===== config.mk =====
export PLATFORM = sky130hd
export DESIGN_NAME = cram_alias_dec
export DESIGN_NICKNAME = d
export VERILOG_FILES = /design/src/rtl/cram_pkg.sv /design/src/rtl/cram_reach_mask.sv /design/src/rtl/cram_bound_check.sv /design/src/rtl/cram_lane_map.sv /design/src/rtl/cram_alias_dec.sv
export SDC_FILE = /design/constraint.sdc
export NUM_CORES = 1
export LEC_CHECK = 0
export CAP_MARGIN = 10
export CORE_MARGIN = 10
export CORE_UTILIZATION = 45
export CTS_BUF_LIST = sky130_fd_sc_hd__clkbuf_8 sky130_fd_sc_hd__clkbuf_16
export DETAILED_ROUTE_END_ITERATION = 10
export PLACE_DENSITY = 0.95
export SLEW_MARGIN = 20
export SYNTH_ARGS = -nofsm -noshare
export SYNTH_HDL_FRONTEND = slang
export SYNTH_SLANG_ARGS = --single-unit

===== constraint.sdc =====
create_clock -name clk -period 4.5 [get_ports clk]
set_input_delay 0.9 -clock clk [delete_from_list [all_inputs] [get_ports clk]]
set_output_delay 0.9 -clock clk [all_outputs]
set_load 0.01 [all_outputs]

===== src/rtl/cram_pkg.sv =====
package cram_pkg;

  typedef enum logic [1:0] {
    SZ_BYTE = 2'd0,
    SZ_WORD = 2'd1,
    SZ_LONG = 2'd2,
    SZ_RSVD = 2'd3
  } acc_size_e;

  localparam int LANES  = 4;
  localparam int DATA_W = LANES * 8;

  // Byte count of an access; zero marks an illegal size.
  function automatic logic [2:0] size_bytes(acc_size_e s);
    case (s)
      SZ_BYTE: return 3'd1;
      SZ_WORD: return 3'd2;
      SZ_LONG: return 3'd4;
      default: return 3'd0;
    endcase
  endfunction

endpackage


===== src/rtl/cram_reach_mask.sv =====
module cram_reach_mask #(
  parameter int WIN_LOG2       = 21,
  parameter int MIN_REACH_LOG2 = 19,
  parameter int SEL_W          = 2
) (
  input  logic [SEL_W-1:0]    reach_sel,
  output logic [WIN_LOG2-1:0] mask
);
  localparam int NUM_REACH = WIN_LOG2 - MIN_REACH_LOG2 + 1;
  localparam logic [SEL_W:0] NUM_REACH_V = NUM_REACH[SEL_W:0];

  logic [WIN_LOG2-1:0] mask_tab [NUM_REACH];

  // One mask per reach step, each doubling the decoded span.
  for (genvar g = 0; g < NUM_REACH; g++) begin : g_mask
    assign mask_tab[g] = {WIN_LOG2{1'b1}} >> (NUM_REACH - 1 - g);
  end

  always_comb begin
    if ({1'b0, reach_sel} < NUM_REACH_V) begin
      mask = mask_tab[reach_sel];
    end else begin
      mask = mask_tab[NUM_REACH-1];
    end
  end

endmodule


===== src/rtl/cram_bound_check.sv =====
module cram_bound_check
  import cram_pkg::*;
#(
  parameter int ADDR_W   = 24,
  parameter int WIN_LOG2 = 21
) (
  input  logic [ADDR_W-1:0]   addr,
  input  acc_size_e           size,
  input  logic [WIN_LOG2:0]   fitted,
  input  logic [WIN_LOG2-1:0] mask,
  output logic                hit,
  output logic                is_alias,
  output logic [WIN_LOG2-1:0] offset
);
  logic              in_win;
  logic              aligned;
  logic [2:0]        nbytes;
  logic [WIN_LOG2:0] end_pos;

  always_comb begin
    offset  = addr[WIN_LOG2-1:0] & mask;
    in_win  = (addr[ADDR_W-1:WIN_LOG2] == '0);
    nbytes  = size_bytes(size);
    case (size)
      SZ_BYTE: aligned = 1'b1;
      SZ_WORD: aligned = ~addr[0];
      SZ_LONG: aligned = (addr[1:0] == 2'b00);
      default: aligned = 1'b0;
    endcase
    end_pos  = {1'b0, offset} + {{(WIN_LOG2-2){1'b0}}, nbytes};
    hit      = in_win && aligned && (nbytes != 3'd0) && (end_pos <= fitted);
    is_alias = hit && (offset != addr[WIN_LOG2-1:0]);
  end

endmodule


===== src/rtl/cram_lane_map.sv =====
module cram_lane_map
  import cram_pkg::*;
(
  input  acc_size_e          size,
  input  logic [1:0]         lane,
  input  logic [DATA_W-1:0]  wr_data,
  input  logic [DATA_W-1:0]  ram_rdata,
  output logic [LANES-1:0]   be,
  output logic [DATA_W-1:0]  lane_wdata,
  output logic [DATA_W-1:0]  rd_val
);
  // Big-endian: byte lane 3 (bits 31:24) holds the lowest address.
  always_comb begin
    case (size)
      SZ_BYTE: begin
        be         = 4'b1000 >> lane;
        lane_wdata = {4{wr_data[7:0]}};
        rd_val     = (ram_rdata >> {~lane, 3'b000}) & 32'h0000_00FF;
      end
      SZ_WORD: begin
        be         = lane[1] ? 4'b0011 : 4'b1100;
        lane_wdata = {2{wr_data[15:0]}};
        rd_val     = lane[1] ? {16'd0, ram_rdata[15:0]} : {16'd0, ram_rdata[31:16]};
      end
      SZ_LONG: begin
        be         = 4'b1111;
        lane_wdata = wr_data;
        rd_val     = ram_rdata;
      end
      default: begin
        be         = 4'b0000;
        lane_wdata = '0;
        rd_val     = '1;
      end
    endcase
  end

endmodule


===== src/rtl/cram_alias_dec.sv =====
module cram_alias_dec
  import cram_pkg::*;
#(
  parameter int ADDR_W         = 24,
  parameter int WIN_LOG2       = 21,
  parameter int MIN_REACH_LOG2 = 19,
  parameter int SEL_W          = 2
) (
  input  logic                  clk,
  input  logic                  rst_n,
  input  logic                  rd_en,
  input  logic                  wr_en,
  input  logic [ADDR_W-1:0]     acc_addr,
  input  logic [1:0]            acc_size,
  input  logic [31:0]           wr_data,
  input  logic [SEL_W-1:0]      reach_sel,
  input  logic [WIN_LOG2:0]     fitted_size,
  output logic                  rsp_valid,
  output logic                  rsp_hit,
  output logic [WIN_LOG2-1:0]   rsp_offset,
  output logic                  rsp_alias,
  output logic [31:0]           rd_data,
  output logic                  wn_valid,
  output logic [ADDR_W-1:0]     wn_bus_addr,
  output logic                  wn_chip_valid,
  output logic [WIN_LOG2-1:0]   wn_chip_addr,
  output logic                  ram_en,
  output logic                  ram_we,
  output logic [WIN_LOG2-3:0]   ram_waddr,
  output logic [3:0]            ram_be,
  output logic [31:0]           ram_wdata,
  input  logic [31:0]           ram_rdata
);
  localparam int OFF_W = WIN_LOG2;

  // Reset: asynchronous assert, synchronous release.
  logic [1:0] rst_pipe;
  logic       core_rst_n;

  always_ff @(posedge clk or negedge rst_n) begin
    if (!rst_n) rst_pipe <= 2'b00;
    else        rst_pipe <= {rst_pipe[0], 1'b1};
  end
  assign core_rst_n = rst_pipe[1];

  logic strobe;
  assign strobe = rd_en | wr_en;

  // Reach capture: only while the bus is idle.
  logic [SEL_W-1:0] reach_q, reach_d;
  always_comb reach_d = strobe ? reach_q : reach_sel;

  logic [OFF_W-1:0] mask;
  cram_reach_mask #(
    .WIN_LOG2      (WIN_LOG2),
    .MIN_REACH_LOG2(MIN_REACH_LOG2),
    .SEL_W         (SEL_W)
  ) u_mask (
    .reach_sel(reach_q),
    .mask     (mask)
  );

  logic             dec_hit, dec_alias;
  logic [OFF_W-1:0] dec_off;
  cram_bound_check #(
    .ADDR_W  (ADDR_W),
    .WIN_LOG2(WIN_LOG2)
  ) u_bound (
    .addr    (acc_addr),
    .size    (acc_size_e'(acc_size)),
    .fitted  (fitted_size),
    .mask    (mask),
    .hit     (dec_hit),
    .is_alias(dec_alias),
    .offset  (dec_off)
  );

  // Response stage.
  logic              valid_q, valid_d;
  logic              write_q, write_d;
  logic              hit_q, hit_d;
  logic              alias_q, alias_d;
  logic [OFF_W-1:0]  off_q, off_d;
  logic [ADDR_W-1:0] bus_q, bus_d;
  logic [1:0]        size_q, size_d;
  logic [31:0]       wdat_q, wdat_d;

  always_comb begin
    valid_d = strobe;
    write_d = write_q;
    hit_d   = hit_q;
    alias_d = alias_q;
    off_d   = off_q;
    bus_d   = bus_q;
    size_d  = size_q;
    wdat_d  = wdat_q;
    if (strobe) begin
      write_d = wr_en;
      hit_d   = dec_hit;
      alias_d = dec_alias;
      off_d   = dec_off;
      bus_d   = acc_addr;
      size_d  = acc_size;
      wdat_d  = wr_data;
    end
  end

  always_ff @(posedge clk or negedge core_rst_n) begin
    if (!core_rst_n) begin
      reach_q <= '0;
      valid_q <= 1'b0;
      write_q <= 1'b0;
      hit_q   <= 1'b0;
      alias_q <= 1'b0;
      off_q   <= '0;
      bus_q   <= '0;
      size_q  <= '0;
      wdat_q  <= '0;
    end else begin
      reach_q <= reach_d;
      valid_q <= valid_d;
      if (strobe) begin
        write_q <= write_d;
        hit_q   <= hit_d;
        alias_q <= alias_d;
        off_q   <= off_d;
        bus_q   <= bus_d;
        size_q  <= size_d;
        wdat_q  <= wdat_d;
      end
    end
  end

  logic [31:0] rd_val;
  logic [3:0]  lane_be;
  logic [31:0] lane_wdata;
  cram_lane_map u_lane (
    .size      (acc_size_e'(size_q)),
    .lane      (off_q[1:0]),
    .wr_data   (wdat_q),
    .ram_rdata (ram_rdata),
    .be        (lane_be),
    .lane_wdata(lane_wdata),
    .rd_val    (rd_val)
  );

  logic landed;
  assign landed = valid_q & hit_q;

  always_comb begin
    rsp_valid     = valid_q;
    rsp_hit       = landed;
    rsp_offset    = off_q;
    rsp_alias     = landed & alias_q;
    rd_data       = (landed && !write_q) ? rd_val : '1;
    ram_en        = landed;
    ram_we        = landed & write_q;
    ram_waddr     = off_q[OFF_W-1:2];
    ram_be        = lane_be;
    ram_wdata     = lane_wdata;
    wn_valid      = landed & write_q;
    wn_bus_addr   = bus_q;
    wn_chip_valid = landed & write_q & alias_q;
    wn_chip_addr  = off_q;
  end

endmodule


==> run_results.csv <==
group,metric,value,unit
placed_design,numPortBuffers,277,
synth,yosysSeqAreaShare,0.382,
critical_path,rr_endpoint,"alias_q",
global_routing,antenna_violations_before_repair,0,
global_routing,grt_first_pass_wirelength,32.1,mm
final_layout,flow.area_growth_from_synthesis,50.5,%
critical_path,cp-start-kind,"input pin",
synth,yosys.area_share.simple,0.262,
power_and_ir_drop,reg_power_frac,0.390,
clock_network,clock_transition_at_the_registers_of_the_reported_paths,70,ps
timing,final_hold_viol_count,0,
detailed_routing,antenna_left,0,
die,floorplan.initialDensity,0.456,
critical_path,critical_path_s_top_delay_family,"simple AND/OR/NAND/NOR gates",
critical_path,setup.worst_path.class,"in -> reg",
critical_path,crit_path_cell_trace,"clkdlybuf4s50_1 -> nor2_1 -> ha_1 -> inv_1 -> fa_1 -> and2b_1 -> o21ai_2 -> nor4_4 -> nand3_1 -> xnor2_1 -> ha_1 -> nand4_1 -> nor4_2 -> and3b_1 -> a22oi_1 -> o21ai_1",
synth,synth-async-reset-ratio,1.00,
clock_network,h-tree-depth,3,
synth,synth-edff-count,0,
timing,timing.fmax,0.237,GHz
clock_network,cts_hold_buf,0,
synth,post_synth_xor_area_fraction,0.0292,
timing,final.setup.tns,0,ps
placed_design,placed_cells,1090,
synth,compound_gate_fraction_of_synth_area,0.116,
power_and_ir_drop,power.clock.fraction,0.298,
timing,final_min_period_over_clock_period,0.938,
synth,yosys.cell_types.count,53,
power_and_ir_drop,leakagePower,3.97,nW
final_layout,final_nets,1074,
clock_network,cts_root_buf,"clkbuf_16",
critical_path,arrival_worst_endpoint,4480,ps
critical_path,timing.critical_path.to_type,"register",
die,core_region_area,12500,sq um
power_and_ir_drop,power_report.internal_total,1.62,mW
synth,synth_top_family_by_area,"simple AND/OR/NAND/NOR gates",
power_and_ir_drop,comb_power_share,0.312,
global_routing,first_global_vias,5871,
timing,fin_hold_ws,258,ps
final_layout,leading_cell_type_in_the_layout_fill_and_taps_excluded,"clkdlybuf4s50_1",
power_and_ir_drop,p_sw,717,uW
synth,muxShareOfSynthArea,0.0404,
detailed_routing,detailedRoute.firstPassIterationCount,5,
critical_path,r2r_setup_slack,2280,ps
timing,finalSetupViolCount,0,
power_and_ir_drop,ir_worst_vdd,204,uV
timing,tightest_slew,1040,ps
clock_network,tritoncts_num_sinks,87,
synth,synth_nets,858,
timing,final.setup_skew,9.03,ps
critical_path,critical_path_required,4760,ps
final_layout,layout-drive-gt1-share,0.0567,
critical_path,worst_r2r_path_depth,8,
timing,worst_slew_margin_rel,0.304,
synth,synthesized_cell_area,5700,sq um
detailed_routing,avgViaCountPerCell,5.24,
die,fp.dieArea,17600,sq um
final_layout,insertedDiodeCount,0,
clock_network,post_cts.repair.setup_buffers,0,
critical_path,crit_path_max_fanout,5,
die,fp-row-count,41,
power_and_ir_drop,power_density,273,nW/um^2
synth,ys_ff_latch,87,
clock_network,cts_tree,"built",
timing,setup_slack,280,ps
global_routing,grtUsageTotal,0.225,
power_and_ir_drop,power_switching_share,0.306,
detailed_routing,violation_count_after_the_first_detailed_routing_iteration,330,
clock_network,clk_latency,340,ps
run,drv_cap,0,
global_routing,maximum_number_of_pins_on_one_net_before_global_route_repair,86,
die,die_w,133,um
detailed_routing,routed-via-count,5796,
hold_path,worst_hold_path_type,"reg -> async",
critical_path,worstReg2RegStart,"reach_q[1]",
timing,finalCriticalPeriod,4220,ps
clock_network,max-clock-path-buffers,2,
detailed_routing,routed_wire_length_per_instance,18.7,um
critical_path,crit_top_cell,"ha_1",
global_routing,grt_remaining_overflow,0,
detailed_routing,route.detailed.drc,0,
final_layout,finish.cell_count_without_fillers,1106,
critical_path,critical_path_buf_inv_count,2,
synth,syn_area_per_cell,7.99,sq um
die,die_h,133,um
synth,synth-main-ff-cell,"dfrtp_1",
detailed_routing,totalWireLength,20.6,mm
run_status,outcome,"complete, no violations",
critical_path,crit_path_max_incr_delay,460,ps
final_layout,number_of_fill_cells_in_the_layout,996,
die,ios,278,
synth,synth.yosys.warnings,0,
placed_design,globalplace.congestion,0.892,
placed_design,post-place-ws,-76.1,ps
timing,finalMaxSlewViolations,0,
synth,synth_fa_ha_area_frac,0.0584,
power_and_ir_drop,post_route_total_power,2.34,mW
synth,post_synth_inst_count,714,
final_layout,layout_common_cells,"277 x clkdlybuf4s50_1, 264 x nand2_1, 86 x dfrtp_1",
clock_network,cts_buffers,9,
critical_path,critical_path.slowest_cell,"clkdlybuf4s50_1",
placed_design,dp_hpwl,15.7,mm
==> cell type report <==
| class | count | area, sq um | share of cell area |
|---|---|---|---|
| multi-input combinational | 508 | 2920 | 0.340 |
| inverter | 40 | 150 | 0.0175 |
| timing repair buffer | 284 | 2850 | 0.331 |
| tap | 172 | 215 | 0.0251 |
| clock inverter | 5 | 35.0 | 0.00408 |
| sequential | 87 | 2180 | 0.254 |
| clock buffer | 10 | 239 | 0.0278 |
==> stage by stage <==
step	util	cell area [sq um]
floorplan	-	5700
global placement	0.661	8270
detailed placement	0.661	8270
CTS	0.683	8540
global route	0.686	8580
finish	0.686	8580
==> per-layer routing <==
layer  GRT usage  routed length, um  vias up  part of all wire
li1            -                  -     2724                 -
met1       0.245               7940     2767              0.38
met2       0.401              10400      269              0.51
met3      0.0712               1730       36             0.084
met4      0.0789                541        0             0.026
met5           0                  0        -                 0
==> cells in the mapped netlist (2+ instances only) <==
cell type	number	area (sq um)
buf_2	12	60.1
a221oi_2	5	75.1
nand3_1	12	60.1
mux2i_1	14	140
o21ai_1	2	10.0
ha_1	25	313
and3_1	2	12.5
and2_1	4	25.0
dfrtp_1	87	2180
nand2_1	264	991
or2_2	2	12.5
a21o_1	18	135
nand4_1	6	37.5
clkbuf_1	20	75.1
inv_1	39	146
xor2_1	6	52.6
nor4_1	4	25.0
a21oi_1	23	115
xnor2_1	13	114
nand2b_1	3	18.8
buf_4	44	330
o31ai_1	2	15.0
nor2_1	23	86.3
mux2_2	8	90.1
nor3_1	10	50.1
a22oi_1	5	37.5
buf_1	2	7.51
a221o_1	8	80.1
o21ai_0	24	120
o21a_1	2	15.0
nor2b_1	3	18.8
==> worst max path at each step <==
| stage | from | end | cells past startpoint |
|---|---|---|---|
| global route | acc_size[0] | alias_q | 16 |
| global placement | acc_size[0] | alias_q | 16 |
| detailed placement | acc_size[0] | alias_q | 16 |
| finish | acc_size[0] | alias_q | 16 |
| CTS | acc_size[0] | alias_q | 16 |
| floorplan | acc_size[0] | alias_q | 15 |
==> logic make-up (layout without fill, tap and decap cells) <==
group                    Yosys count  in the layout
AND/OR/NAND/NOR                  346            346
buffers and inverters            119            339
AO/OA/AOI/OAI                     94             94
flip-flops                        87             87
adder cells (fa/ha/maj)           26             26
multiplexers                      22             22
XOR/XNOR                          19             19
other                              1              1
==> sequential cells by signal (all words and copies together) (netlist names) <==
| register | count |
|---|---|
| size_q | 2 |
| reach_q | 2 |
| alias_q | 1 |
| rst_pipe | 2 |
| rsp_offset | 21 |
| rsp_valid | 1 |
| write_q | 1 |
| hit_q | 1 |
| wdat_q | 32 |
| wn_bus_addr | 24 |
==> repair_timing <==
item	in CTS	in global routing
hold endpoints to repair	0	0
gates resized for setup	0	2
setup endpoints to repair	0	2
==> power groups by stage <==
stage / clock network (mW) / logic (mW) / registers, mW
2_1_floorplan: 0 / 0.342 / 0.928
3_3_place_gp: 0 / 0.700 / 0.932
5_1_grt: 0.739 / 0.790 / 0.924
6_report: 0.698 / 0.731 / 0.914
3_5_place_dp: 0 / 0.714 / 0.936
4_1_cts: 0.714 / 0.722 / 0.923
Note: power is estimated with default switching activity, not from simulation.
